`src/rtl/xlat_pkg.sv`:
```
package xlat_pkg;
  typedef enum logic [1:0] {
    ACC_READ  = 2'd0,
    ACC_WRITE = 2'd1,
    ACC_EXEC  = 2'd2,
    ACC_RSVD  = 2'd3
  } acc_e;

  typedef enum logic [1:0] {
    FLT_NONE    = 2'd0,
    FLT_RANGE   = 2'd1,
    FLT_INVALID = 2'd2,
    FLT_PERM    = 2'd3
  } flt_e;

  typedef struct packed {
    logic x;
    logic w;
    logic r;
  } perm_t;

  typedef enum logic [1:0] {
    ST_IDLE  = 2'd0,
    ST_LOOK  = 2'd1,
    ST_MREQ  = 2'd2,
    ST_MWAIT = 2'd3
  } st_e;
endpackage

```
`src/rtl/xlat_cache.sv`:
```
module xlat_cache
  import xlat_pkg::*;
#(
  parameter int ENTRIES = 8,
  parameter int VPN_W   = 20,
  parameter int PFN_W   = 20
) (
  input  logic             clk_i,
  input  logic             rst_ni,
  input  logic             flush_i,
  input  logic [VPN_W-1:0] lookup_vpn_i,
  output logic             hit_o,
  output logic [PFN_W-1:0] hit_pfn_o,
  output perm_t            hit_perm_o,
  input  logic             fill_i,
  input  logic [VPN_W-1:0] fill_vpn_i,
  input  logic [PFN_W-1:0] fill_pfn_i,
  input  perm_t            fill_perm_i
);
  localparam int IDX_W = (ENTRIES > 1) ? $clog2(ENTRIES) : 1;
  localparam logic [IDX_W-1:0] LAST = IDX_W'(ENTRIES - 1);

  logic [ENTRIES-1:0] vld_q;
  logic [VPN_W-1:0]   vpn_q  [ENTRIES];
  logic [PFN_W-1:0]   pfn_q  [ENTRIES];
  perm_t              perm_q [ENTRIES];
  logic [IDX_W-1:0]   victim_q;
  logic [ENTRIES-1:0] match;

  // parallel compare across all slots
  for (genvar g = 0; g < ENTRIES; g++) begin : g_cmp
    assign match[g] = vld_q[g] && (vpn_q[g] == lookup_vpn_i);
  end

  always_comb begin
    hit_o      = |match;
    hit_pfn_o  = '0;
    hit_perm_o = '0;
    for (int i = 0; i < ENTRIES; i++) begin
      hit_pfn_o  = hit_pfn_o | ({PFN_W{match[i]}} & pfn_q[i]);
      hit_perm_o = hit_perm_o | ({3{match[i]}} & perm_q[i]);
    end
  end

  always_ff @(posedge clk_i or negedge rst_ni) begin
    if (!rst_ni) begin
      vld_q    <= '0;
      victim_q <= '0;
      for (int i = 0; i < ENTRIES; i++) begin
        vpn_q[i]  <= '0;
        pfn_q[i]  <= '0;
        perm_q[i] <= '0;
      end
    end else if (flush_i) begin
      vld_q    <= '0;
      victim_q <= '0;
    end else if (fill_i) begin
      for (int i = 0; i < ENTRIES; i++) begin
        if (victim_q == IDX_W'(i)) begin
          vld_q[i]  <= 1'b1;
          vpn_q[i]  <= fill_vpn_i;
          pfn_q[i]  <= fill_pfn_i;
          perm_q[i] <= fill_perm_i;
        end
      end
      victim_q <= (victim_q == LAST) ? '0 : victim_q + 1'b1;
    end
  end
endmodule

```
`src/rtl/xlat_perm_chk.sv`:
```
module xlat_perm_chk
  import xlat_pkg::*;
(
  input  logic [1:0] acc_i,
  input  perm_t      perm_i,
  output logic       ok_o
);
  always_comb begin
    case (acc_e'(acc_i))
      ACC_READ:  ok_o = perm_i.r;
      ACC_WRITE: ok_o = perm_i.w;
      ACC_EXEC:  ok_o = perm_i.x;
      default:   ok_o = 1'b0;
    endcase
  end
endmodule

```
`src/rtl/xlat_ctrl.sv`:
```
module xlat_ctrl
  import xlat_pkg::*;
#(
  parameter int VPN_W  = 20,
  parameter int PFN_W  = 20,
  parameter int ADDR_W = 32,
  parameter int PTE_W  = PFN_W + 4,
  parameter int LEN_W  = VPN_W + 1
) (
  input  logic              clk_i,
  input  logic              rst_ni,
  input  logic              req_valid_i,
  input  logic [VPN_W-1:0]  req_vpn_i,
  input  logic [1:0]        req_acc_i,
  output logic              busy_o,
  output logic              rsp_valid_o,
  output logic              rsp_hit_o,
  output logic [PFN_W-1:0]  rsp_pfn_o,
  output logic [1:0]        rsp_cause_o,
  input  logic              cfg_we_i,
  input  logic              cfg_sel_i,
  input  logic [ADDR_W-1:0] cfg_wdata_i,
  output logic              mem_req_o,
  output logic [ADDR_W-1:0] mem_addr_o,
  input  logic              mem_rvalid_i,
  input  logic [PTE_W-1:0]  mem_rdata_i,
  output logic [VPN_W-1:0]  look_vpn_o,
  input  logic              hit_i,
  input  logic [PFN_W-1:0]  hit_pfn_i,
  input  perm_t             hit_perm_i,
  output logic              flush_o,
  output logic              fill_o,
  output logic [PFN_W-1:0]  fill_pfn_o,
  output perm_t             fill_perm_o,
  output logic [1:0]        chk_acc_o,
  output perm_t             chk_perm_o,
  input  logic              chk_ok_i,
  output logic [ADDR_W-1:0] base_o,
  output logic [LEN_W-1:0]  len_o
);
  localparam int V_BIT = PFN_W;

  st_e               state_q;
  logic [VPN_W-1:0]  vpn_q;
  logic [1:0]        acc_q;
  logic [ADDR_W-1:0] base_q;
  logic [LEN_W-1:0]  len_q;
  logic              rsp_valid_q, rsp_hit_q;
  logic [PFN_W-1:0]  rsp_pfn_q;
  logic [1:0]        rsp_cause_q;
  logic              pte_v, in_range;

  assign pte_v       = mem_rdata_i[V_BIT];
  assign fill_pfn_o  = mem_rdata_i[PFN_W-1:0];
  assign fill_perm_o = perm_t'(mem_rdata_i[PTE_W-1:V_BIT+1]);
  assign in_range    = {1'b0, vpn_q} < len_q;

  assign busy_o      = (state_q != ST_IDLE);
  assign look_vpn_o  = vpn_q;
  assign mem_req_o   = (state_q == ST_MREQ);
  assign mem_addr_o  = base_q + ADDR_W'(vpn_q);
  assign flush_o     = cfg_we_i && !cfg_sel_i;
  assign fill_o      = (state_q == ST_MWAIT) && mem_rvalid_i && pte_v;
  assign chk_acc_o   = acc_q;
  assign chk_perm_o  = (state_q == ST_LOOK) ? hit_perm_i : fill_perm_o;
  assign base_o      = base_q;
  assign len_o       = len_q;

  assign rsp_valid_o = rsp_valid_q;
  assign rsp_hit_o   = rsp_hit_q;
  assign rsp_pfn_o   = rsp_pfn_q;
  assign rsp_cause_o = rsp_cause_q;

  always_ff @(posedge clk_i or negedge rst_ni) begin
    if (!rst_ni) begin
      state_q     <= ST_IDLE;
      vpn_q       <= '0;
      acc_q       <= '0;
      base_q      <= '0;
      len_q       <= '0;
      rsp_valid_q <= 1'b0;
      rsp_hit_q   <= 1'b0;
      rsp_pfn_q   <= '0;
      rsp_cause_q <= FLT_NONE;
    end else begin
      rsp_valid_q <= 1'b0;
      if (cfg_we_i) begin
        if (cfg_sel_i) len_q  <= cfg_wdata_i[LEN_W-1:0];
        else           base_q <= cfg_wdata_i;
      end
      case (state_q)
        ST_IDLE: begin
          if (req_valid_i) begin
            vpn_q   <= req_vpn_i;
            acc_q   <= req_acc_i;
            state_q <= ST_LOOK;
          end
        end
        ST_LOOK: begin
          if (!in_range) begin
            rsp_valid_q <= 1'b1;
            rsp_hit_q   <= 1'b0;
            rsp_pfn_q   <= '0;
            rsp_cause_q <= FLT_RANGE;
            state_q     <= ST_IDLE;
          end else if (hit_i) begin
            rsp_valid_q <= 1'b1;
            rsp_hit_q   <= 1'b1;
            rsp_pfn_q   <= chk_ok_i ? hit_pfn_i : '0;
            rsp_cause_q <= chk_ok_i ? FLT_NONE : FLT_PERM;
            state_q     <= ST_IDLE;
          end else begin
            state_q <= ST_MREQ;
          end
        end
        ST_MREQ: state_q <= ST_MWAIT;
        ST_MWAIT: begin
          if (mem_rvalid_i) begin
            rsp_valid_q <= 1'b1;
            rsp_hit_q   <= 1'b0;
            if (!pte_v) begin
              rsp_pfn_q   <= '0;
              rsp_cause_q <= FLT_INVALID;
            end else begin
              rsp_pfn_q   <= chk_ok_i ? fill_pfn_o : '0;
              rsp_cause_q <= chk_ok_i ? FLT_NONE : FLT_PERM;
            end
            state_q <= ST_IDLE;
          end
        end
        default: state_q <= ST_IDLE;
      endcase
    end
  end
endmodule

```
`src/rtl/xlat_unit.sv`:
```
module xlat_unit
  import xlat_pkg::*;
#(
  parameter int ENTRIES = 8,
  parameter int VPN_W   = 20,
  parameter int PFN_W   = 20,
  parameter int ADDR_W  = 32,
  parameter int PTE_W   = PFN_W + 4
) (
  input  logic              clk_i,
  input  logic              rst_ni,
  input  logic              req_valid_i,
  input  logic [VPN_W-1:0]  req_vpn_i,
  input  logic [1:0]        req_acc_i,
  output logic              busy_o,
  output logic              rsp_valid_o,
  output logic              rsp_hit_o,
  output logic [PFN_W-1:0]  rsp_pfn_o,
  output logic [1:0]        rsp_cause_o,
  input  logic              cfg_we_i,
  input  logic              cfg_sel_i,
  input  logic [ADDR_W-1:0] cfg_wdata_i,
  output logic              mem_req_o,
  output logic [ADDR_W-1:0] mem_addr_o,
  input  logic              mem_rvalid_i,
  input  logic [PTE_W-1:0]  mem_rdata_i
);
  localparam int LEN_W = VPN_W + 1;

  logic [VPN_W-1:0]  look_vpn;
  logic              hit, flush, fill, chk_ok;
  logic [PFN_W-1:0]  hit_pfn, fill_pfn;
  perm_t             hit_perm, fill_perm, chk_perm;
  logic [1:0]        chk_acc;
  logic [ADDR_W-1:0] tbl_base;
  logic [LEN_W-1:0]  tbl_len;

  xlat_cache #(
    .ENTRIES(ENTRIES), .VPN_W(VPN_W), .PFN_W(PFN_W)
  ) u_cache (
    .clk_i, .rst_ni,
    .flush_i(flush), .lookup_vpn_i(look_vpn),
    .hit_o(hit), .hit_pfn_o(hit_pfn), .hit_perm_o(hit_perm),
    .fill_i(fill), .fill_vpn_i(look_vpn),
    .fill_pfn_i(fill_pfn), .fill_perm_i(fill_perm)
  );

  xlat_perm_chk u_perm (
    .acc_i(chk_acc), .perm_i(chk_perm), .ok_o(chk_ok)
  );

  xlat_ctrl #(
    .VPN_W(VPN_W), .PFN_W(PFN_W), .ADDR_W(ADDR_W), .PTE_W(PTE_W), .LEN_W(LEN_W)
  ) u_ctrl (
    .clk_i, .rst_ni,
    .req_valid_i, .req_vpn_i, .req_acc_i, .busy_o,
    .rsp_valid_o, .rsp_hit_o, .rsp_pfn_o, .rsp_cause_o,
    .cfg_we_i, .cfg_sel_i, .cfg_wdata_i,
    .mem_req_o, .mem_addr_o, .mem_rvalid_i, .mem_rdata_i,
    .look_vpn_o(look_vpn), .hit_i(hit), .hit_pfn_i(hit_pfn), .hit_perm_i(hit_perm),
    .flush_o(flush), .fill_o(fill), .fill_pfn_o(fill_pfn), .fill_perm_o(fill_perm),
    .chk_acc_o(chk_acc), .chk_perm_o(chk_perm), .chk_ok_i(chk_ok),
    .base_o(tbl_base), .len_o(tbl_len)
  );
endmodule

```
`config.mk`:
```
export PLATFORM = sky130hd
export DESIGN_NAME = xlat_unit
export DESIGN_NICKNAME = d
export VERILOG_FILES = /design/src/rtl/xlat_pkg.sv /design/src/rtl/xlat_cache.sv /design/src/rtl/xlat_perm_chk.sv /design/src/rtl/xlat_ctrl.sv /design/src/rtl/xlat_unit.sv
export SDC_FILE = /design/constraint.sdc
export NUM_CORES = 1
export LEC_CHECK = 0
export BUFFER_PORTS_ARGS = -buffer_cell sky130_fd_sc_hd__buf_2
export CAP_MARGIN = 20
export CORE_ASPECT_RATIO = 0.7
export CORE_MARGIN = 2
export CORE_UTILIZATION = 50
export CTS_CLUSTER_SIZE = 12
export DETAILED_ROUTE_END_ITERATION = 6
export PLACE_DENSITY = 0.76
export SLEW_MARGIN = 15
export SYNTH_ARGS = -nofsm -noshare
export SYNTH_HDL_FRONTEND = slang
export SYNTH_SLANG_ARGS = --single-unit
```
`constraint.sdc`:
```
create_clock -name clk_i -period 4.7 [get_ports clk_i]
set_input_delay 0.235 -clock clk_i [delete_from_list [all_inputs] [get_ports clk_i]]
set_output_delay 0.235 -clock clk_i [all_outputs]
set_load 0.05 [all_outputs]
```
# == Word level (Yosys, flattened, before mapping) ==
# Cells that the tools add are included.
# word_totals
reg_bits,456
inputBits,84
output_inout_bits,58
elab_cells,205
# classes
add_sub_neg,2
order_cmp,1
eq_ne,23
mux,41
bitwise_logic,32
reduce_logical,48
# op_table
cell,n
20-bit AND,8
20-bit equality test,8
20-bit OR,7
20-bit two-way mux,6
20-bit case mux with 2 select lines,1
32-bit by 20-bit adder with 32-bit output,1
3-bit AND reduction,9
3-bit AND,8
2-bit AND reduction,12
2-bit nonzero test,11
20-bit by 21-bit less-than comparator with 1-bit output,1
3-bit OR,7
2-bit two-way mux,9
8-bit two-way mux,2
1-bit two-way mux,14
"3-bit equality test, second input constant",4
3-bit two-way mux,4
1-bit logical AND,11
2-bit case mux with 4 select lines,1
8-bit OR reduction,1
"2-bit equality test, second input constant",3
"3-bit by 2-bit equality test with 1-bit output, second input constant",2
"2-bit by 1-bit equality test with 1-bit output, second input constant",2
2-bit logical NOT,2
10 further kinds,13

# == Logic depth before layout (Yosys ltp) ==
# Gate-level depths: netlist of run 1.
# logic_depth
ltp_word,16
depth_mapped,13
ltp_nobuf,12

# == Modules after synthesis ==
# From an unflattened synthesis of run 1, not the netlist that was laid out.
# hier_totals
cells_unflattened,1852
area_unflattened_um2,22929.5
# modules_own_cells
module,n_inst,cells_per_inst,area_each_um2
xlat_cache,1,1288,16996.3
xlat_ctrl,1,561,5910.7
xlat_perm_chk,1,3,22.5

# == Least setup slack after synthesis of run 1 ==
# OpenSTA, ideal clock, no wires.
# synth_timing
path_kind,register -> output
start,register u_ctrl.vpn_q[1] (netlist: u_ctrl.look_vpn_o[1])
end,output port mem_addr_o[24]
arrival_ns,4.508
t_required_ns,4.465
path_slack_ns,-0.043
stages_incl_launch_ff,13
path_buffers,2
cell_sequence,dfrtp_1 buf_4 inv_1 fa_1 nor2b_1 o21a_1 o21ai_1 a211o_1 a31oi_1 a2111oi_2 or2_2 buf_2 o311ai_0
# synth_via
elab_chain_len,1
# synth_rtl
element,line,text
"start, declared",xlat_ctrl.sv:44,logic [VPN_W-1:0] vpn_q;
"start signal, assigned",xlat_ctrl.sv:94,vpn_q <= req_vpn_i;
32-bit by 20-bit adder with 32-bit output,xlat_ctrl.sv:61,assign mem_addr_o = base_q + ADDR_W'(vpn_q);
"end, declared",xlat_unit.sv:24,"output logic [ADDR_W-1:0] mem_addr_o,"
# No other way between the ends.

# == Worst setup path in the final report of run 1 ==
# layout_timing
start,register u_ctrl.vpn_q[2] (netlist: u_ctrl.look_vpn_o[2])
end,output port mem_addr_o[22]
# The elaborated chain is that of the path after synthesis.

==> results.txt, run 1 <==
The post-CTS setup-driven buffer insertion count was 0. The largest total area in the synthesized netlist belongs to dfrtp_1. Share of post-route cells with drive strength above 1: 26.46%.

The setup TNS is 0 ps. After synthesis, the cell types taking the most area are dfrtp_1 51%, mux2_2 14%, xnor2_1 4.8%, nand2_1 4.6%, o21ai_0 2.8%. For this run, the detailed router's first-pass iteration total came to 5. After synthesis, the largest area contributor takes up 51.24% of total cell area. For the aggregate global routing overflow, the log shows 0. In this run the most used layer during global routing was met2. The internal power contribution was 8835 uW; the final wirelength was 60.18 mm. In this run, post-CTS repair resized a total of 0 instances. The clock period could shrink to 4443 ps. The final standard cell utilization of the core is 58.67%. In this run switching power makes up 40.82% of total power. Derived from the worst setup path, the maximum achievable clock frequency is 0.2251 GHz. The number of filler cells placed in the layout was 3452.

The most used flip-flop cell after synthesis is dfrtp_1. The category of the critical setup timing path is reg -> out. For the number of antenna-violating nets in the routed design, the log shows 0.

The tools report the global-route wire length before repair as 95.06 mm. Final worst setup slack: 257.5 ps. The final critical path takes up 94.52% of the cycle. TritonCTS built the clock tree. The number of placed I/O pins came out at 142.

The number of hold buffers added after CTS was 77. For the met3 layer usage reported by global route, the log shows 4.909%. STA classifies the critical path startpoint as a register. Counting flops with a built-in enable in the synthesized netlist gives 0. Relative to the synthesized area, the layout overhead comes to 15.38%. The total setup violations reported at the end of the flow is 0, and the synthesized area per cell is 11.16 um^2.

For this run, global-route usage on met2 was measured as 40.44%. In the routed design, unresolved DRC markers number 0. The multi-input combinational cells in the finished layout cover a total of 0.01005 mm^2. Synthesis instantiated 65 different standard cells from the library. After detailed routing, the number of vias per cell comes to 5.963.

The final layout contains 2309 nets. The number of failing hold endpoints at the final stage was 0; the via count was 16640. The worst max-slew margin expressed relative to the limit was 28.45%.

The critical path endpoint category was an output port. Along the worst path, the maximum fanout reaches 19. The met1 usage in global routing was 36.17%. Summing the sequential cell areas from Yosys gives 51.24% of the chip area.

The global-route total usage across every layer was 25.88%. After synthesis, the share of flip-flops with an asynchronous set or reset is 100.0%. The core region is 0.04380 mm^2.

The H-tree was split into 2 levels. The logs give 16990 for the via count of the first global-routing pass and 4210 ps for the data arrival time at the worst-slack endpoint. The run gives 4470 ps as the endpoint required time on the critical path. The logs give 0 for the number of max-cap violations and 1646 for the number of design-rule violations left by the first detailed-router iteration. The weighted congestion reported at the end of routability-driven placement was 0.8856; the sequential cell area was 0.01141 mm^2. In this run the vertical extent of the chip is 180.6 um. The tools report the synthesized net count as 2125. The final number of max-transition violations is 0, and the setup slack after placement is 987.6 ps. Clock tree synthesis inserted a total of 46 buffers.

The floorplan die area is 0.04627 mm^2. For this design the static power due to leakage is 0.01218 uW. The number of instances in the synthesized netlist is 1995, and the number of standard-cell rows in the floorplan is 64. The die extent in x was 256.3 um.

Combinational logic is responsible for 39.1% of the overall power. Clock-pin slew was measured on the worst setup and hold paths at 60 ps. The classification of the worst-slack hold path was in -> reg. The total clock sinks is 456, and the sum of net half-perimeters after detailed placement is 38.91 mm. The clock reaches the later pin of the worst-skew pair after 580 ps. Once the floorplan was initialized, standard cells occupied 50.85% of the core.

Sequential cells burn 38.2% of the power. The routed wire length per instance was 21.56 um; the switching component of the power was 6093 uW. The worst supply voltage drop on vdd is 0.3426 mV. The run gives 3 as the number of antenna violations at the first check in global routing. In this run the deepest clock path goes through 3 buffers. The worst setup skew after layout was 25.52 ps; the count of state elements after synthesis was 456.

Per report_power, the clock group accounts for 22.7% of the total. During synthesis, Yosys emitted a total of 0 warnings. The transition time at the pin with the least slew margin was 1071 ps. The master cell of the clock root buffer was clkbuf_16.

The run finished with clean final reports. Summing every instance area after synthesis gives 0.02227 mm^2. The power per standard cell area was 580.9 mW/mm^2; the number of buffers inserted by port buffering was 141.

Setup repair after global routing left no endpoint under its margin. Entering global routing, the biggest net connects 126 pins.
power groups by stage:
stage | Sequential, uW | Clock, uW | Combinational (uW)
after floorplan | 5480 | 0 | 4290
after CTS | 5690 | 3420 | 5740
after detailed placement | 5750 | 0 | 5630
after global routing | 5800 | 3600 | 6250
final | 5700 | 3390 | 5840
after global placement | 5700 | 0 | 5480
layout make-up:
type | count | share of cell area [%]
clock inverter | 8 | 0.2483
inverter | 57 | 0.8326
sequential | 456 | 44.41
multi-input combinational | 1344 | 39.09
timing repair buffer | 274 | 7.644
clock buffer | 57 | 4.874
antenna | 1 | 0.009738
tap | 594 | 2.892
worst paths after layout:
| check | from | to | slack (ps) | cells past startpoint |
|---|---|---|---|---|
| setup / recovery | u_ctrl.look_vpn_o[2] | mem_addr_o[22] | 260 | 11 |
| hold / removal | mem_rdata_i[23] | u_cache.perm_q[20] | 40 | 3 |
| setup reg to reg | u_ctrl.look_vpn_o[18] | u_ctrl.rsp_cause_o[1] | 910 | 10 |
| hold reg to reg | u_cache.vld_q[3] | u_cache.vld_q[3] | 480 | 2 |
| max in group asynchronous | rst_ni | u_cache.pfn_q[53] | 3160 | 3 |
| min in group asynchronous | rst_ni | u_ctrl.len_o[9] | 360 | 2 |
cells in the mapped netlist, drive strengths merged, types with 3 or more instances:
| library cell | n |
|---|---|
| a31o | 3 |
| a22oi | 78 |
| nor2b | 8 |
| xnor2 | 123 |
| nand2 | 271 |
| or4b | 3 |
| dfrtp | 456 |
| and3 | 14 |
| o21ai | 130 |
| o311ai | 3 |
| a221oi | 5 |
| or2 | 3 |
| nor2 | 38 |
| a21o | 11 |
| buf | 60 |
| ha | 45 |
| a21oi | 25 |
| and4 | 6 |
| nor4 | 23 |
| mux2 | 281 |
| nand4b | 5 |
| nand3 | 28 |
| xor2 | 61 |
| nor3 | 11 |
| nand3b | 3 |
| clkbuf | 78 |
| a211oi | 5 |
| and2 | 6 |
| inv | 57 |
| o21a | 8 |
| o21bai | 3 |
| nand2b | 9 |
| o211ai | 43 |
| nand4 | 64 |
state kept, by name (all words and copies together) (netlist names), named ones only:
signal              count
u_cache.victim_q        3
u_ctrl.state_q          1
u_ctrl.rsp_pfn_o       20
u_ctrl.len_o           21
u_ctrl.look_vpn_o      20
u_ctrl.rsp_hit_o        1
u_ctrl.chk_acc_o        2
u_cache.vpn_q         160
u_cache.vld_q           8
u_cache.pfn_q         160
u_ctrl.base_o          32
u_ctrl.rsp_cause_o      2
u_ctrl.rsp_valid_o      1
u_cache.perm_q         24
critical path, stage by stage, from the launching register on:
cell and delay (ps):
dfrtp_1 680, ha_1 500, nor2b_1 150, o21a_1 140
o21ai_1 100, a211o_1 310, a31oi_1 440, a2111oi_2 190
or2_2 390, nor4b_1 300, a311o_1 170, buf_2 270
through the flow:
step	cell area, um^2	power, uW	std cells	hold slack, ps
final	25700	14930	2791	35.22
after detailed placement	23580	11380	2647	429.8
after floorplan	22270	9764	1995	-60.59
after global routing	25700	15650	2791	41.23
after global placement	23580	11180	2647	425.2
after CTS	25670	14860	2789	13.51
logic make-up (layout without fill, tap and decap cells):
group | after synthesis | after routing | synth area share (%)
AND/OR/NAND/NOR | 500 | 500 | 10.72
flip-flops | 456 | 456 | 51.24
AO/OA/AOI/OAI | 333 | 333 | 10.16
multiplexers | 281 | 281 | 14.21
buffers and inverters | 195 | 396 | 3.820
XOR/XNOR | 184 | 184 | 7.236
adder cells (fa/ha/maj) | 46 | 46 | 2.618
other | 0 | 1 | 0
metal layers:
| layer | vias to the layer above | share of wire (%) |
|---|---|---|
| li1 | 7367 | - |
| met1 | 8409 | 44 |
| met2 | 699 | 46 |
| met3 | 167 | 7.4 |
| met4 | 2 | 3.3 |
| met5 | - | 0.018 |
cell usage in the layout (no fill, tap or decap), drive strengths merged, types with 25 or more instances in the layout:
cell,instances
inv,59
nand4,64
dlygate4sd3,77
clkbuf,57
xor2,61
a21oi,25
nor2,38
xnor2,123
ha,45
nand2,271
mux2,281
a22oi,78
dfrtp,456
o21ai,130
o211ai,43
nand3,28
buf,197
Note: power is estimated with default switching activity, not from simulation.
==> inputs of run 2 (changes only) <==
- ABC_AREA: unset -> 1
- PLACE_DENSITY: 0.76 -> 0.75
==> run 2 against run 1 <==
  * The run now ends with DRC left
  * Largest cell class unchanged
  * Design area increased by 8.3%
  * Clock power increased by 15%
  * Critical endpoint is now mem_addr_o[30]
  * Global-route usage increased by 6.4 points
==> results.txt, run 2 <==
After legalization and detailed placement, the total HPWL measured 54.04 mm. The number of failing hold endpoints at the final stage was 0; the placed instance area was 0.02566 mm^2. The share of post-route cells with drive strength above 1 works out to 10.92%.

In this run the critical register-to-register path is launched from u_ctrl.look_vpn_o[3]. Leaving out fill and tap cells, the most frequent cell in the layout is nand2_1. The critical path startpoint is u_ctrl.look_vpn_o[0]. Measured against its own limit, the worst slew margin works out to 31.07%. Detailed routing placed a total of 31.84 mm of wire on met2. The synthesized area per cell works out to 7.607 um^2. 142 I/O pins were placed. Global routing used 32.33% of the available tracks across all layers. The logs give 0.02783 mm^2 for the cell area after layout and 0 for the number of antenna-violating nets in the routed design. Clock tree synthesis found a total of 456 sinks.

After technology mapping, the gate count stands at 3239. The checks that failed: DRC. By area the synthesized netlist is led by dfrtp_1 46%, nand2_1 14%, o21ai_0 9.5%, inv_1 4.4%, nor2_1 4.1%. Subtracting the final worst setup slack from the clock period gives 4224 ps.

Setup repair after global routing left no endpoint under its margin. The logs give 0 for the aggregate global routing overflow and 0 for the number of antenna violations at the first check in global routing. The via count of the first global-routing pass was 21230. The startpoint type of the worst setup path was a register. The first global-routing pass estimated 127.8 mm of wire.

The die is 269.3 um wide. The number of hold buffers added after CTS was 59. The worst setup skew after layout is 39.85 ps, and the number of design-rule violations left by the first detailed-router iteration is 3417. Summing over every cut layer, the via total after detailed routing is 23260. The largest total area in the synthesized netlist belongs to dfrtp_1. The master cell of the clock root buffer was clkbuf_16. The run finished, with violations left.

The run gives 52 as the number of distinct library cells after synthesis. The transition time at the pin with the least slew margin was 1034 ps; the clock-pin slew reported for the worst setup and hold paths after clock tree synthesis was 60 ps. The worst path uses 89.87% of the clock period. Sorting the synthesized cells by how often they occur yields 929 x nand2_1, 466 x o21ai_0, 456 x dfrtp_1, 291 x inv_1, 269 x nor2_1. The fraction of synthesis flops using an asynchronous set or reset pin was 100.0%; the detailed-routing wirelength on met1 was 36.60 mm. Routability-driven placement finished with a final weighted congestion of 1.000.

After detailed routing, the total wire length is 82.50 mm. At the end of the flow, the number of nets in the layout was 3479. The number of filler cells placed in the layout was 4453. The detailed router used layers up to and including met4. The most frequent cell after synthesis is nand2_1.

The floorplan step set the die height to 189.7 um. Setup violations remaining at the end of the flow were counted as 0. The combined area of all synthesized cells came out at 0.02464 mm^2. After synthesis the netlist holds a flip-flop and latch count of 456. The first TritonRoute pass finished after 7 iterations.

The top cell types in the final layout, fill and taps aside, are 927 x nand2_1, 466 x o21ai_0, 456 x dfrtp_1. The repair_antennas step left the layout with diodes totalling 0. TritonCTS built the clock tree. The initial utilization of the core area, before any placement, comes to 50.28%.

Clock tree synthesis inserted a total of 48 buffers. For the worst setup path, the data required time is 4470 ps. Counting along the longest clock path gives a buffer depth of 3. The tools report the number of DRC violations after detailed routing as 1. The later pin in the worst-skew pair is clocked with a latency of 630 ps.

The worst hold path was traced through 3 stages. Total power for the finished layout comes to 16120 uW. The run gives 12.13 mm as the length of routed met3 wiring.

The most used flip-flop cell after synthesis is dfrtp_1. The run gives 68 as the number of standard-cell rows in the floorplan. For the data arrival time at the worst-slack endpoint, the log shows 3990 ps. The critical path is of the reg -> out type. The maximum number of pins on one net before global-route repair is 159, and the relative area change from synthesis to final layout is 12.95%. Max-cap violations in this run came to 0. Derived from the worst setup path, the maximum achievable clock frequency is 0.2368 GHz. Once the clock tree was built, the resizer swapped 0 gates to a different size. In this run the worst hold path is classified as in -> reg.

The depth of the CTS H-tree is 2. In this run the worst path has a maximum fanout of 10. During placement, the flow inserted port buffers numbering 141.

The count of flip-flops with a built-in enable after synthesis was 0; the depth of the worst register-to-register path was 16. In the routed layout, each cell is associated on average with a via count of 5.749. Share of Yosys cell area claimed by the top area cell type: 46.31%. After detailed routing, the average wire length per cell comes to 20.40 um. In this run the post-CTS setup repair buffer count came out at 0.

Of the synthesized area, sequential elements account for 46.31%. The tools report the synthesized net count as 3369. In this run the most critical hold path is launched from mem_rdata_i[0]. For the floorplan die area, the log shows 0.05110 mm^2. The worst setup path is captured at an output port. For this design the ratio of total power to cell area is 579.2 mW/mm^2. The final number of max-transition violations came out at 0.

For this run, the number of Yosys warnings is 0. The setup TNS is 0 ps, and the core footprint is 0.04901 mm^2. The tools report the leakage power figure as 0.01322 uW. The worst supply voltage drop on vdd came out at 0.8023 mV.
==> run 2: changes by cell type in the layout (fill, tap and decap cells not counted), sizes merged, moves of 40 or more <==
cell   change
nor2     +251
a22oi     -78
nand3    +107
nand2    +675
mux2     -280
xor2      -40
xnor2    -100
o21ai    +372
inv      +256
nand4     +97
==> run 2: where the power goes <==
group | switching [uW] | leakage (uW) | internal (uW)
clock | 1670 | 0.000762 | 2220
combinational | 4800 | 0.00642 | 1790
sequential | 928 | 0.00604 | 4710
==> run 2: final cells by class <==
type	instances	area (um^2)	share of cell area [%]
Inverter	314	1189	4.271
Clock buffer	71	1399	5.026
Clock inverter	10	157.7	0.5665
Timing Repair Buffer	243	1712	6.150
Tap cell	665	832.0	2.990
Sequential cell	456	11410	41.00
Multi-Input combinational cell	2286	11130	39.99
==> run 2: cells by family after synthesis <==
logic type,after synthesis,share of synthesized area (%)
compound gates,604,12.69
xor+xnor,44,1.564
fa+ha+maj,46,2.366
buf+inv,497,8.922
flops,456,46.31
mux,1,0.04570
simple gates,1591,28.10
==> run 2: worst max-delay path, stage by stage (launching register included) <==
cell and delay (ps):
dfrtp_1 760, ha_1 280, inv_1 60, fa_1 420, o211ai_1 440, a21oi_1 210
inv_1 90, a21oi_1 110, o21a_1 250, nor2_1 180, nand3_1 120, xor2_1 170
buf_2 280
==> run 2: final timing paths <==
| kind | slack (ps) | endpoint |
|---|---|---|
| worst max-delay path | 480 | mem_addr_o[30] |
| worst min-delay path | 10 | u_cache.pfn_q[40] |
| worst max register to register | 1160 | u_ctrl.rsp_pfn_o[12] |
| worst min register to register | 480 | u_cache.pfn_q[104] |
| max in group asynchronous | 3230 | u_cache.pfn_q[102] |
| min in group asynchronous | 170 | u_cache.vpn_q[88] |
==> run 2: per-stage QoR <==
stage	hold WS, ps	setup WS (ps)	std cells	util (%)
floorplan	-60.59	1429	3239	-
global placement	229.9	1203	3904	52.35
detailed placement	234.5	1216	3904	52.35
CTS	6.882	541.4	4044	56.73
global route	45.00	245.9	4045	56.79
finish	13.64	476.2	4045	56.79
==> run 2: per-layer routing <==
layer | global-route usage, % | up-vias
met2 | 43.13 | 1442
met5 | 0 | -
met3 | 10.82 | 148
met1 | 49.52 | 10940
met4 | 8.419 | 0
li1 | - | 10720
